File: src/rtl/udma_pkg.sv
package udma_pkg;

  localparam int BUS_W = 16;
  localparam int BUF_W = 32;

  typedef enum logic [1:0] {UNIT_BYTE = 2'd0, UNIT_WORD = 2'd1, UNIT_LONG = 2'd2} unit_e;
  typedef enum logic [1:0] {STEP_HOLD = 2'd0, STEP_UP = 2'd1, STEP_DOWN = 2'd2} step_e;
  typedef enum logic [2:0] {PH_IDLE, PH_FETCH, PH_READ, PH_DUMMY, PH_WRITE} phase_e;

  // bytes in one unit; code 3 behaves as the 4-byte unit
  function automatic logic [2:0] unit_bytes(input logic [1:0] u);
    case (u)
      UNIT_BYTE: return 3'd1;
      UNIT_WORD: return 3'd2;
      default:   return 3'd4;
    endcase
  endfunction

  // a side moves whole words only on a 16-bit region from an even pointer
  function automatic logic word_path(input logic [1:0] u, input logic wide, input logic a0);
    return (u != UNIT_BYTE) && wide && !a0;
  endfunction

  function automatic logic [2:0] access_count(input logic [1:0] u, input logic wide, input logic a0);
    return word_path(u, wide, a0) ? (unit_bytes(u) >> 1) : unit_bytes(u);
  endfunction

endpackage

File: src/rtl/udma_arb.sv
module udma_arb #(
  parameter int N   = 25,
  parameter int IDW = 5
) (
  input  logic           clk,
  input  logic           rst_n,
  input  logic [N-1:0]   req,
  input  logic           take,
  output logic [N-1:0]   pend,
  output logic           any,
  output logic [IDW-1:0] pick
);

  logic [N-1:0] pend_q, pend_d, clr;

  // lowest index wins
  always_comb begin
    pick = '0;
    for (int i = N - 1; i >= 0; i--) begin
      if (pend_q[i]) pick = IDW'(i);
    end
    any = |pend_q;
    clr = take ? (N'(1) << pick) : '0;
    pend_d = (pend_q & ~clr) | req;
  end

  always_ff @(posedge clk or negedge rst_n) begin
    if (!rst_n) pend_q <= '0;
    else        pend_q <= pend_d;
  end

  assign pend = pend_q;

endmodule

File: src/rtl/udma_seq.sv
module udma_seq
  import udma_pkg::*;
(
  input  logic       clk,
  input  logic       rst_n,
  input  logic       start,
  input  logic [2:0] n_rd,
  input  logic [2:0] n_wr,
  output phase_e     phase,
  output logic [1:0] idx,
  output logic       half,
  output logic       last
);

  phase_e     ph_q, ph_d;
  logic [1:0] idx_q, idx_d, rd_m1, wr_m1;
  logic       half_q, half_d;

  assign rd_m1 = 2'(n_rd - 3'd1);
  assign wr_m1 = 2'(n_wr - 3'd1);

  always_comb begin
    ph_d   = ph_q;
    idx_d  = idx_q;
    half_d = half_q;
    case (ph_q)
      PH_IDLE: if (start) begin
        ph_d = PH_FETCH; idx_d = '0; half_d = 1'b0;
      end
      PH_FETCH: if (idx_q == 2'd2) begin
        ph_d = PH_READ; idx_d = '0; half_d = 1'b0;
      end else begin
        idx_d = idx_q + 2'd1;
      end
      PH_READ: if (!half_q) begin
        half_d = 1'b1;
      end else begin
        half_d = 1'b0;
        if (idx_q == rd_m1) ph_d = PH_DUMMY;   // index kept: dummy reuses last read address
        else                idx_d = idx_q + 2'd1;
      end
      PH_DUMMY: begin
        ph_d = PH_WRITE; idx_d = '0; half_d = 1'b0;
      end
      PH_WRITE: if (!half_q) begin
        half_d = 1'b1;
      end else begin
        half_d = 1'b0;
        if (idx_q == wr_m1) ph_d = PH_IDLE;
        else                idx_d = idx_q + 2'd1;
      end
      default: ph_d = PH_IDLE;
    endcase
  end

  always_ff @(posedge clk or negedge rst_n) begin
    if (!rst_n) begin
      ph_q   <= PH_IDLE;
      idx_q  <= '0;
      half_q <= 1'b0;
    end else begin
      ph_q   <= ph_d;
      idx_q  <= idx_d;
      half_q <= half_d;
    end
  end

  assign phase = ph_q;
  assign idx   = idx_q;
  assign half  = half_q;
  assign last  = (ph_q == PH_WRITE) && half_q && (idx_q == wr_m1);

endmodule

File: src/rtl/udma_engine.sv
module udma_engine
  import udma_pkg::*;
#(
  parameter int AW    = 24,
  parameter int CNT_W = 16,
  parameter int N_IRQ = 24,
  localparam int NSRC = N_IRQ + 1,
  localparam int IDW  = $clog2(NSRC)
) (
  input  logic              clk,
  input  logic              rst_n,
  input  logic [N_IRQ-1:0]  irq,
  input  logic              soft_start,
  input  logic              cfg_load,
  input  logic [AW-1:0]     cfg_src,
  input  logic [AW-1:0]     cfg_dst,
  input  logic [1:0]        cfg_unit,
  input  logic [1:0]        cfg_src_step,
  input  logic [1:0]        cfg_dst_step,
  input  logic [CNT_W-1:0]  cfg_count,
  input  logic              src_wide,
  input  logic              dst_wide,
  output logic [AW-1:0]     bus_addr,
  input  logic [BUS_W-1:0]  bus_rdata,
  output logic [BUS_W-1:0]  bus_wdata,
  output logic              bus_rd,
  output logic              bus_wr,
  output logic              bus_hwr,
  output logic              busy,
  output logic [IDW-1:0]    svc_id,
  output logic              done
);

  function automatic logic [AW-1:0] stepped(input logic [AW-1:0] p, input logic [1:0] st,
                                            input logic [2:0] n);
    case (st)
      STEP_UP:   return p + AW'(n);
      STEP_DOWN: return p - AW'(n);
      default:   return p;
    endcase
  endfunction

  // descriptor and working state
  logic [AW-1:0]    src_q, src_d, dst_q, dst_d;
  logic [1:0]       unit_q, unit_d, sstep_q, sstep_d, dstep_q, dstep_d;
  logic [CNT_W-1:0] cnt_q, cnt_d, cnt_nx;
  logic             active_q, active_d, done_q, done_d;
  logic [BUF_W-1:0] buf_q, buf_d;
  logic [IDW-1:0]   id_q, id_d;

  logic [NSRC-1:0]  pend;
  logic             any_pend, start, idle, load_ok, finish, half;
  logic [IDW-1:0]   pick;
  phase_e           phase;
  logic [1:0]       k;
  logic             s_word, d_word;
  logic [2:0]       n_rd, n_wr, nbytes, s_off, d_off;
  logic [AW-1:0]    src_a, dst_a;
  logic [7:0]       rbyte, wbyte;

  assign idle    = (phase == PH_IDLE);
  assign load_ok = cfg_load && idle;
  assign start   = idle && active_q && any_pend;

  udma_arb #(.N(NSRC), .IDW(IDW)) u_arb (
    .clk(clk), .rst_n(rst_n), .req({soft_start, irq}), .take(start),
    .pend(pend), .any(any_pend), .pick(pick)
  );

  assign nbytes = unit_bytes(unit_q);
  assign s_word = word_path(unit_q, src_wide, src_q[0]);
  assign d_word = word_path(unit_q, dst_wide, dst_q[0]);
  assign n_rd   = access_count(unit_q, src_wide, src_q[0]);
  assign n_wr   = access_count(unit_q, dst_wide, dst_q[0]);

  udma_seq u_seq (
    .clk(clk), .rst_n(rst_n), .start(start), .n_rd(n_rd), .n_wr(n_wr),
    .phase(phase), .idx(k), .half(half), .last(finish)
  );

  // access address: byte offset k or word offset 2k from the pointer
  assign s_off = s_word ? {k, 1'b0} : {1'b0, k};
  assign d_off = d_word ? {k, 1'b0} : {1'b0, k};
  assign src_a = src_q + AW'(s_off);
  assign dst_a = dst_q + AW'(d_off);

  assign rbyte = (src_wide && src_a[0]) ? bus_rdata[15:8] : bus_rdata[7:0];
  assign wbyte = buf_q[{k, 3'b000} +: 8];

  assign bus_addr  = (phase == PH_WRITE) ? dst_a : src_a;
  assign bus_rd    = (phase == PH_READ);
  assign bus_wdata = d_word ? buf_q[{k[0], 4'b0000} +: 16] : {wbyte, wbyte};
  assign bus_wr    = (phase == PH_WRITE) && (d_word || !(dst_wide && dst_a[0]));
  assign bus_hwr   = (phase == PH_WRITE) && (d_word || (dst_wide && dst_a[0]));

  assign cnt_nx = cnt_q - CNT_W'(1);

  always_comb begin
    src_d    = src_q;
    dst_d    = dst_q;
    unit_d   = unit_q;
    sstep_d  = sstep_q;
    dstep_d  = dstep_q;
    cnt_d    = cnt_q;
    active_d = active_q;
    buf_d    = buf_q;
    id_d     = id_q;
    done_d   = 1'b0;
    if (load_ok) begin
      src_d    = cfg_src;
      dst_d    = cfg_dst;
      unit_d   = cfg_unit;
      sstep_d  = cfg_src_step;
      dstep_d  = cfg_dst_step;
      cnt_d    = cfg_count;
      active_d = 1'b1;
    end
    if (start) id_d = pick;
    if (phase == PH_READ && half) begin
      if (s_word) buf_d[{k[0], 4'b0000} +: 16] = bus_rdata;
      else        buf_d[{k, 3'b000} +: 8]      = rbyte;
    end
    if (finish) begin
      src_d = stepped(src_q, sstep_q, nbytes);
      dst_d = stepped(dst_q, dstep_q, nbytes);
      cnt_d = cnt_nx;
      if (cnt_nx == '0) begin
        active_d = 1'b0;
        done_d   = 1'b1;
      end
    end
  end

  always_ff @(posedge clk or negedge rst_n) begin
    if (!rst_n) begin
      src_q    <= '0;
      dst_q    <= '0;
      unit_q   <= '0;
      sstep_q  <= '0;
      dstep_q  <= '0;
      cnt_q    <= '0;
      active_q <= 1'b0;
      buf_q    <= '0;
      id_q     <= '0;
      done_q   <= 1'b0;
    end else begin
      if (load_ok || finish) begin
        src_q   <= src_d;
        dst_q   <= dst_d;
        cnt_q   <= cnt_d;
      end
      if (load_ok) begin
        unit_q  <= unit_d;
        sstep_q <= sstep_d;
        dstep_q <= dstep_d;
      end
      if (phase == PH_READ) buf_q <= buf_d;
      if (start)            id_q  <= id_d;
      active_q <= active_d;
      done_q   <= done_d;
    end
  end

  assign busy   = !idle;
  assign svc_id = id_q;
  assign done   = done_q;

endmodule

File: config.mk
export PLATFORM = sky130hd
export DESIGN_NAME = udma_engine
export DESIGN_NICKNAME = d
export VERILOG_FILES = /design/src/rtl/udma_pkg.sv /design/src/rtl/udma_arb.sv /design/src/rtl/udma_seq.sv /design/src/rtl/udma_engine.sv
export SDC_FILE = /design/constraint.sdc
export NUM_CORES = 1
export LEC_CHECK = 0
export ABC_AREA = 1
export ABC_CLOCK_PERIOD_IN_PS = 2740
export BUFFER_PORTS_ARGS = -buffer_cell sky130_fd_sc_hd__buf_2
export CAP_MARGIN = 5
export CORE_MARGIN = 2
export CORE_UTILIZATION = 40
export DETAILED_ROUTE_END_ITERATION = 10
export HOLD_SLACK_MARGIN = 0.03
export REMOVE_ABC_BUFFERS = 1
export SETUP_SLACK_MARGIN = 0.4
export SKIP_CTS_REPAIR_TIMING = 1
export SYNTH_ARGS = -nofsm -noshare
export SYNTH_HDL_FRONTEND = slang
export SYNTH_HIERARCHICAL = 1
export SYNTH_SLANG_ARGS = --single-unit
File: constraint.sdc
create_clock -name clk -period 2.74 [get_ports clk]
set_clock_uncertainty 0.15 [all_clocks]
set_input_delay 0.137 -clock clk [delete_from_list [all_inputs] [get_ports clk]]
set_output_delay 0.137 -clock clk [all_outputs]
set_load 0.02 [all_outputs]
-- Word-level counts from Yosys, hierarchy flattened
Cells that the tools add are included.
- output and inout bits: 50
- bits of input ports: 116
- bits in registers: 140
- word-level logic and storage cells: 163
- equality and inequality tests: 22
- bitwise logic cells: 3
- add/subtract/negate cells: 12
- shift-type cells: 7
- reductions and logical operators: 37
- muxes and demuxes: 68
- operators with widths (kind ; number):
    5-bit two-way mux ; 25
    24-bit two-way mux ; 5
    24-bit by 3-bit adder with 24-bit output ; 4
    24-bit one-hot mux with 2 select lines ; 2
    32-bit bitwise mux ; 2
    16-bit two-way mux ; 3
    24-bit by 3-bit subtractor with 24-bit output ; 2
    32-bit two-way mux ; 1
    16-bit by 7-bit variable shift with 32-bit output (first input constant) ; 1
    8-bit by 7-bit variable shift with 32-bit output (first input constant) ; 1
    16-bit by 7-bit variable part select with 32-bit output ; 1
    32-bit by 6-bit variable part select with 16-bit output ; 1
    32-bit by 6-bit variable part select with 8-bit output ; 1
    8-bit by 7-bit variable part select with 32-bit output ; 1
    25-bit AND ; 1
    25-bit two-way mux ; 1
    25-bit inverter ; 1
    25-bit bitwise OR ; 1
    25-bit OR reduction ; 1
    1-bit by 5-bit left shift with 25-bit output (first input constant) ; 1
    3-bit two-way mux ; 8
    16-bit zero test ; 1
    2-bit two-way mux ; 8
    16-bit by 1-bit subtractor with 16-bit output (second input constant) ; 1
    other kinds (30) ; 75

-- Logic depth before layout (Yosys ltp)
Gate-level depths: netlist of run 1.
- word-level depth: 30
- mapped depth: 28
- depth with buffers taken out: 28

-- Cells and area by module
Netlist of run 1, hierarchy kept.
- modules (own cells, without submodules) (module ; instances ; area each (sq um) ; sequential area each (sq um) ; cells each):
    udma_engine ; 1 ; 11153.2 ; 2727.6 ; 1823
    udma_arb ; 1 ; 1552.7 ; 625.6 ; 202
    udma_seq ; 1 ; 544.3 ; 150.1 ; 86

-- Worst setup path after synthesis of run 1
OpenSTA, ideal clock, no wires.
- path type: reg-to-output
- start point: reg u_seq.idx_q[1], in the netlist u_seq/idx[1]
- end point: out bus_addr[14]
- setup slack: -0.362 ns
- stages on the path, launching flop included: 12
- arrival: 2.815 ns
- path buffers: 2
- cell sequence: dfrtp_1 -> clkbuf_1 -> buf_1 -> inv_1 -> o21ai_0 -> fa_1 -> a21oi_1 -> nor2_1 -> nand3_1 -> nor2_1 -> xor2_1 -> o21ai_0
- longest elaborated chain between the ends: 3
- ends and longest elaborated chain (element ; RTL line ; text):
    start: declaration ; udma_seq.sv:16 ; logic [1:0] idx_q, idx_d, rd_m1, wr_m1;
    start signal: assignment ; udma_seq.sv:63 ; idx_q <= idx_d;
    3-bit two-way mux, on equally long branches ; udma_engine.sv:82, udma_engine.sv:83 ;
    24-bit by 3-bit adder with 24-bit output, on equally long branches ; udma_engine.sv:84, udma_engine.sv:85 ;
    24-bit two-way mux * ; udma_engine.sv:90 ; assign bus_addr = (phase == PH_WRITE) ? dst_a : src_a;
    end: declaration ; udma_engine.sv:23 ; output logic [AW-1:0] bus_addr,
Mark *: on every way between the ends. The rest lies on a longest branch, timed or not.

-- Worst setup path in the final report of run 1
- start point: reg unit_q[1]
- end point: out bus_addr[21]
- longest elaborated chain between the ends: 6
- ends and longest elaborated chain (element ; RTL line ; text):
    start: declaration ; udma_engine.sv:45 ; logic [1:0] unit_q, unit_d, sstep_q, sstep_d, dstep_q, dstep_d;
    start signal: assignment ; udma_engine.sv:153 ; unit_q <= unit_d;
    2-bit nonzero test * ; udma_pkg.sv:21 ; return (u != UNIT_BYTE) && wide && !a0;
    1-bit logical AND (2 in series) ; udma_pkg.sv:21 ;
    3-bit two-way mux, on equally long branches ; udma_engine.sv:82, udma_engine.sv:83 ;
    24-bit by 3-bit adder with 24-bit output, on equally long branches ; udma_engine.sv:84, udma_engine.sv:85 ;
    24-bit two-way mux * ; udma_engine.sv:90 ;
Marked as above.

==> flow_summary.json, run 1 <==
{
  "status": "finished, violations left",
  "violations": "hold timing, setup timing",
  "grt_remaining_overflow": 0,
  "period_needed_ns": 3.21,
  "synth_area_per_cell_um2": 6.28,
  "fin_ws_ns": -0.472,
  "yosys.area.top_type": "dfrtp_1",
  "report.power.total_uw": 21400,
  "dieWidth_um": 186,
  "grt_pass1_vias": 13793,
  "yosys.area_share.adder": 0.0627,
  "synth_flop_cell": "dfrtp_1",
  "critPathKind": "reg2out",
  "final-max-slew-violation-count": 0,
  "drt-total-wl_um": 45600,
  "die_y_um": 186,
  "cap_violations": 0,
  "grt_pass1_wl_um": 69600,
  "synth_mux_area_frac": 0,
  "clk_path_buf_depth": 2,
  "period_share": 1.17,
  "die-area_um2": 34600,
  "fin_tns_setup_ns": -6.95,
  "clk_latency_ns": 0.45,
  "nets": 2659,
  "r2r_cells": 18,
  "vias": 15003,
  "worstHoldPathCells": 5,
  "antenna_found_initial": 2,
  "rows": 66,
  "drive_gt1_frac": 0.214,
  "gp_congestion": 0.906,
  "min_from": "cfg_src[16]",
  "yosysWarnings": 6,
  "cts.sinks": 140,
  "dp_hpwl_um": 33300,
  "initial_core_util": 0.406,
  "synthToLayoutAreaGrowth_pct": 35.6,
  "drc_errors": 0,
  "fmax_ghz": 0.311,
  "cp-startpoint": "unit_q[1]",
  "synth_xor_area_frac": 0.0251,
  "yosys.area_share.simple": 0.381,
  "rsz0062_at_grt": "true",
  "peakVddDrop_v": 0.000616,
  "whs_ns": -0.0854,
  "placed_cell_area_um2": 15200,
  "pin_count": 166,
  "async_reset_ff_frac": 1.00,
  "diodes": 0,
  "track_usage": 0.256,
  "final_common_cell": "nand2_1",
  "synth_top_family_by_area": "simple AND/OR/NAND/NOR gates",
  "netlist_instances": 2111,
  "r2r-start": "unit_q[1]",
  "cts_tree": "done",
  "io_buffers": 165,
  "cts.clk_slew.worst_paths_ns": 0.07,
  "synth_top_area_frac": 0.264,
  "stdcell_area_um2": 18000,
  "core_area_um2": 32600,
  "setup_violations": 25,
  "synth_seq_cells": 140,
  "hold_class": "in2reg",
  "cts-root-buf": "clkbuf_16",
  "grt_max_degree": 79,
  "numCtsBuffers": 17,
  "critPathLaunchType": "flip-flop",
  "crit_path_end_kind": "output port",
  "layout_common_cells": "nand2_1, inv_1, nor2_1",
  "regToRegSetupSlack_ns": -0.02,
  "synthTopCellsByArea": "dfrtp_1, nand2_1, inv_1",
  "cp_max_fo": 5,
  "crit_required_ns": 2.45,
  "ys_types": 59,
  "htreeDepth": 4,
  "synth_edf_count": 0,
  "tightest_slew_ns": 0.653,
  "drt-initial-drc-count": 939,
  "critPathArrivalTime_ns": 2.92,
  "first_pass_iters": 6,
  "power.leakage_uw": 0.00906,
  "synth_area_um2": 13300,
  "p_per_area_nw_per_um2": 1190,
  "ys_seq_area_frac": 0.264,
  "hold_viol": 1,
  "ant_nets": 0,
  "wl_per_cell_um": 15.6,
  "max_slew_margin": 0.562,
  "synth_compound_area_frac": 0.159,
  "via_per_inst": 5.12
}
[metal layers]
layer,GRT usage,vias up,routed length (um)
met5,0,-,27
met4,0.0649,4,741
met3,0.0460,52,2480
met2,0.433,431,21800
met1,0.337,6939,20600
li1,-,7577,-
[worst paths after layout]
kind                                 endpoint
worst max-delay path             bus_addr[21]
worst min-delay path                src_q[16]
worst max register to register      dst_q[16]
worst min register to register      svc_id[1]
max in group asynchronous           src_q[13]
min in group asynchronous       u_arb/pend[1]
[registers in the layout, summed over array words and instances, names as in the netlist, 3 cells and up]
signal and cells:
buf_q 32, cnt_q 16, dst_q 24, src_q 24
svc_id 5, u_arb/pend 25, u_seq/phase 3
[critical path, cell delays in order, from the launching register on]
cell and delay [ns]:
dfrtp_1 0.40, inv_2 0.10, nand2_4 0.09, nand2_4 0.09, inv_4 0.05, nand2_4 0.06
o21ai_4 0.07, buf_6 0.12, ha_4 0.26, nand2_4 0.05, o21ai_4 0.19, nand2_4 0.09
nor3_4 0.30, nand2_2 0.13, o21bai_1 0.19, nand3_1 0.09, nand2_1 0.09, buf_6 0.11
[cells by family after synthesis]
| logic type | Yosys count |
|---|---|
| flip-flops | 140 |
| buffers and inverters | 363 |
| XOR/XNOR | 38 |
| adder cells (fa/ha/maj) | 64 |
| AO/OA/AOI/OAI | 348 |
| AND/OR/NAND/NOR | 1158 |
[cell type report]
class,count,area (um^2)
sequential,140,3500
fill,3245,14700
timing repair inverter,1,7.51
clock inverter,12,185
inverter,315,1210
clock buffer,19,453
multi-input combinational,1608,8940
tap,442,553
timing repair buffer,396,3110
[where the power goes]
part | total, uW | switching [uW] | internal, uW | leakage, uW
Sequential | 3810 | 963 | 2850 | 0.00160
Combinational | 15000 | 9160 | 5850 | 0.00715
Clock | 2610 | 1030 | 1580 | 0.000310
[per-stage QoR]
| stage | setup WS, ns | cells | utilization |
|---|---|---|---|
| global placement | -0.179 | 2768 | 0.467 |
| finish | -0.472 | 2933 | 0.551 |
| CTS | -0.743 | 2799 | 0.486 |
| global route | -0.607 | 2933 | 0.551 |
| detailed placement | -0.248 | 2768 | 0.467 |
| floorplan | -4.02 | 2063 | - |
[Yosys cell counts (8+ instances only)]
library cell	n
nand2_1	670
inv_1	300
nor2_1	207
dfrtp_1	140
nand3_1	131
a21oi_1	127
o21ai_0	91
ha_1	60
nand4_1	38
o211ai_1	28
a22oi_1	26
nor3_1	26
o21bai_1	26
xor2_1	26
clkbuf_1	23
nor2_2	17
nand2_2	16
o21ai_2	13
buf_2	12
inv_2	12
xnor2_1	12
o221ai_1	9
buf_1	8
(Power assumes the default switching activity.)
==> inputs of run 2 (changes only) <==
--- a/config.mk
+++ b/config.mk
@@ -5,7 +5,6 @@
 export SDC_FILE = /design/constraint.sdc
 export NUM_CORES = 1
 export LEC_CHECK = 0
-export ABC_AREA = 1
 export ABC_CLOCK_PERIOD_IN_PS = 2740
 export BUFFER_PORTS_ARGS = -buffer_cell sky130_fd_sc_hd__buf_2
 export CAP_MARGIN = 5
==> run 2 against run 1 <==
Against the previous run:
- the run ends with setup timing left
- first-iteration DRC count fell by 9.6%
- area after synthesis fell by 12%
- cell count fell by 19%
- die area fell by 12%
- non-clock buffer count rose by 159
- hold slack improved by 0.10 ns
==> flow_summary.json, run 2 <==
{
  "status": "finished, violations left",
  "violations": "setup timing",
  "first_pass_iters": 7,
  "cp_slowest_cell": "dfrtp_1",
  "diodes": 0,
  "regMostFlops": "buf_q",
  "clk_latency_ns": 0.44,
  "ant_nets": 0,
  "cp_max_fo": 4,
  "antenna_found_initial": 0,
  "htreeDepth": 4,
  "nets": 2145,
  "dp_hpwl_um": 28100,
  "crit_chain": "or2_4 -> buf_6 -> nand3_4 -> nor2_4 -> a21o_1 -> buf_6 -> fa_2 -> a21o_1 -> nor2b_4 -> and4_4 -> nand4_1 -> buf_4 -> xnor2_2 -> nor2_1 -> a21oi_1 -> buf_4",
  "critPathTopFamily": "simple AND/OR/NAND/NOR gates",
  "netlist_instances": 1449,
  "drive_gt1_frac": 0.349,
  "gp_congestion": 0.917,
  "fin_ws_ns": -0.951,
  "ys_types": 92,
  "wl_per_cell_um": 17.3,
  "grt_pass1_wl_um": 59300,
  "r2r_end": "src_q[16]",
  "tightest_slew_ns": 0.743,
  "die-area_um2": 30500,
  "via_per_inst": 5.42,
  "critPathLaunchType": "flip-flop",
  "cts.clk_slew.worst_paths_ns": 0.07,
  "track_usage": 0.241,
  "yosys.area.top_type": "dfrtp_1",
  "drc_errors": 0,
  "ys_seq_area_frac": 0.301,
  "grt_pass1_vias": 11658,
  "synth_area_um2": 11700,
  "dieWidth_um": 175,
  "grt_max_degree": 63,
  "r2r-start": "unit_q[1]",
  "fillCellCount": 2456,
  "stdcell_area_um2": 17800,
  "synth_top_area_frac": 0.301,
  "yosysWarnings": 6,
  "regToRegSetupSlack_ns": -0.56,
  "max_slew_margin": 0.504,
  "grt_remaining_overflow": 0,
  "die_y_um": 175,
  "pin_count": 166,
  "critPathArrivalTime_ns": 3.40,
  "drt-initial-drc-count": 849,
  "rows": 62,
  "hold_viol": 0,
  "synth_area_per_cell_um2": 8.04,
  "synth_seq_cells": 140,
  "hold_path_end": "dst_q[13]",
  "async_reset_ff_frac": 1.00,
  "hold_class": "in2reg",
  "io_buffers": 165,
  "synthToLayoutAreaGrowth_pct": 53.0,
  "numCtsBuffers": 17,
  "cts-root-buf": "clkbuf_16",
  "clk_path_buf_depth": 2,
  "fmax_ghz": 0.271,
  "period_needed_ns": 3.69,
  "crit_path_end_kind": "output port",
  "largest_reg_flops": 32,
  "r2r_cells": 14,
  "power.leakage_uw": 0.00798,
  "peakVddDrop_v": 0.000748,
  "critPathKind": "reg2out",
  "cp-startpoint": "unit_q[1]",
  "vias": 12807,
  "placed_cell_area_um2": 14300,
  "synth_edf_count": 0,
  "layout_common_cells": "buf_4, nor2_1, a21oi_1",
  "cp_num_buf_inv": 4,
  "final_common_cell": "buf_4",
  "rsz0062_at_grt": "true",
  "cts.sinks": 140,
  "cap_violations": 0,
  "period_share": 1.35,
  "synth_flop_cell": "dfrtp_1",
  "cts_tree": "done",
  "max_stage_delay_ns": 0.41,
  "synth_most_common_cell": "nor2_1",
  "worstHoldPathCells": 4,
  "synthTopCellsByArea": "dfrtp_1, a21oi_1, nor2_1",
  "synth.top_cells.by_count": "nor2_1, a21oi_1, nand2_1",
  "initial_core_util": 0.406,
  "crit_required_ns": 2.45,
  "final-max-slew-violation-count": 0,
  "p_per_area_nw_per_um2": 1230,
  "min_from": "cfg_dst[13]",
  "core_area_um2": 28700,
  "fin_tns_setup_ns": -29.88,
  "drt-total-wl_um": 40900,
  "setup_violations": 67
}
run 2: changes by cell type after synthesis, moves of 24 or more:
cell / change
inv_1: -262
nand3_1: -103
mux2i_1: +57
xnor2_1: +40
a21oi_1: +81
nand4_1: -26
and3_1: +24
nand2_1: -519
run 2: stage by stage:
step	hold WS, ns	power, uW	worst slack (ns)	instances	utilization
after floorplan	-0.309	11600	-2.36	1391	-
after global placement	0.0283	16600	-0.488	2147	0.498
after detailed placement	0.0262	16800	-0.592	2147	0.498
after CTS	-0.448	19300	-0.993	2179	0.518
after global routing	0.0542	23400	-1.07	2362	0.621
final	0.0191	21800	-0.951	2362	0.621
run 2: area by class of cell:
type	count	area, um^2	area share
multi-input combinational	1209	8600	0.483
timing repair buffer	555	4470	0.251
sequential	140	3510	0.197
tap	384	480	0.0270
clock buffer	18	439	0.0246
inverter	42	168	0.00941
clock inverter	14	154	0.00863
run 2: how the worst max path moves through the flow:
stage / to / slack (ns) / cells past startpoint
after floorplan: dst_q[20] / -2.36 / 8
after global routing: bus_addr[19] / -1.07 / 16
after CTS: bus_addr[23] / -0.99 / 14
after global placement: src_q[13] / -0.49 / 12
final: bus_addr[16] / -0.95 / 16
after detailed placement: dst_q[20] / -0.59 / 12
run 2: where the power goes:
part           internal, uW  switching (uW)
Clock                  1310            1110
Sequential             2790             895
Combinational          7630            8100
run 2: worst min-delay path: cells and delay by family:
kind	cells	cell delay (ns)
simple gates	1	0.19
buf+inv	1	0.08
compound gates	2	0.16
run 2: layer usage:
metal	vias to the layer above	part of all wire	global-route usage
li1	6219	-	-
met1	6120	0.43	0.320
met2	412	0.50	0.413
met3	56	0.055	0.0370
met4	0	0.019	0.0545
met5	-	0	0
run 2: cell families (layout without fill, tap and decap cells):
family          after synthesis  count (layout)  share of synthesized area
mux                          72              72                     0.0722
fa+ha+maj                    64              64                     0.0713
flops                       140             140                      0.301
compound gates              430             430                      0.222
buf+inv                     100             629                     0.0382
simple gates                545             545                      0.222
xor+xnor                     98              98                     0.0737
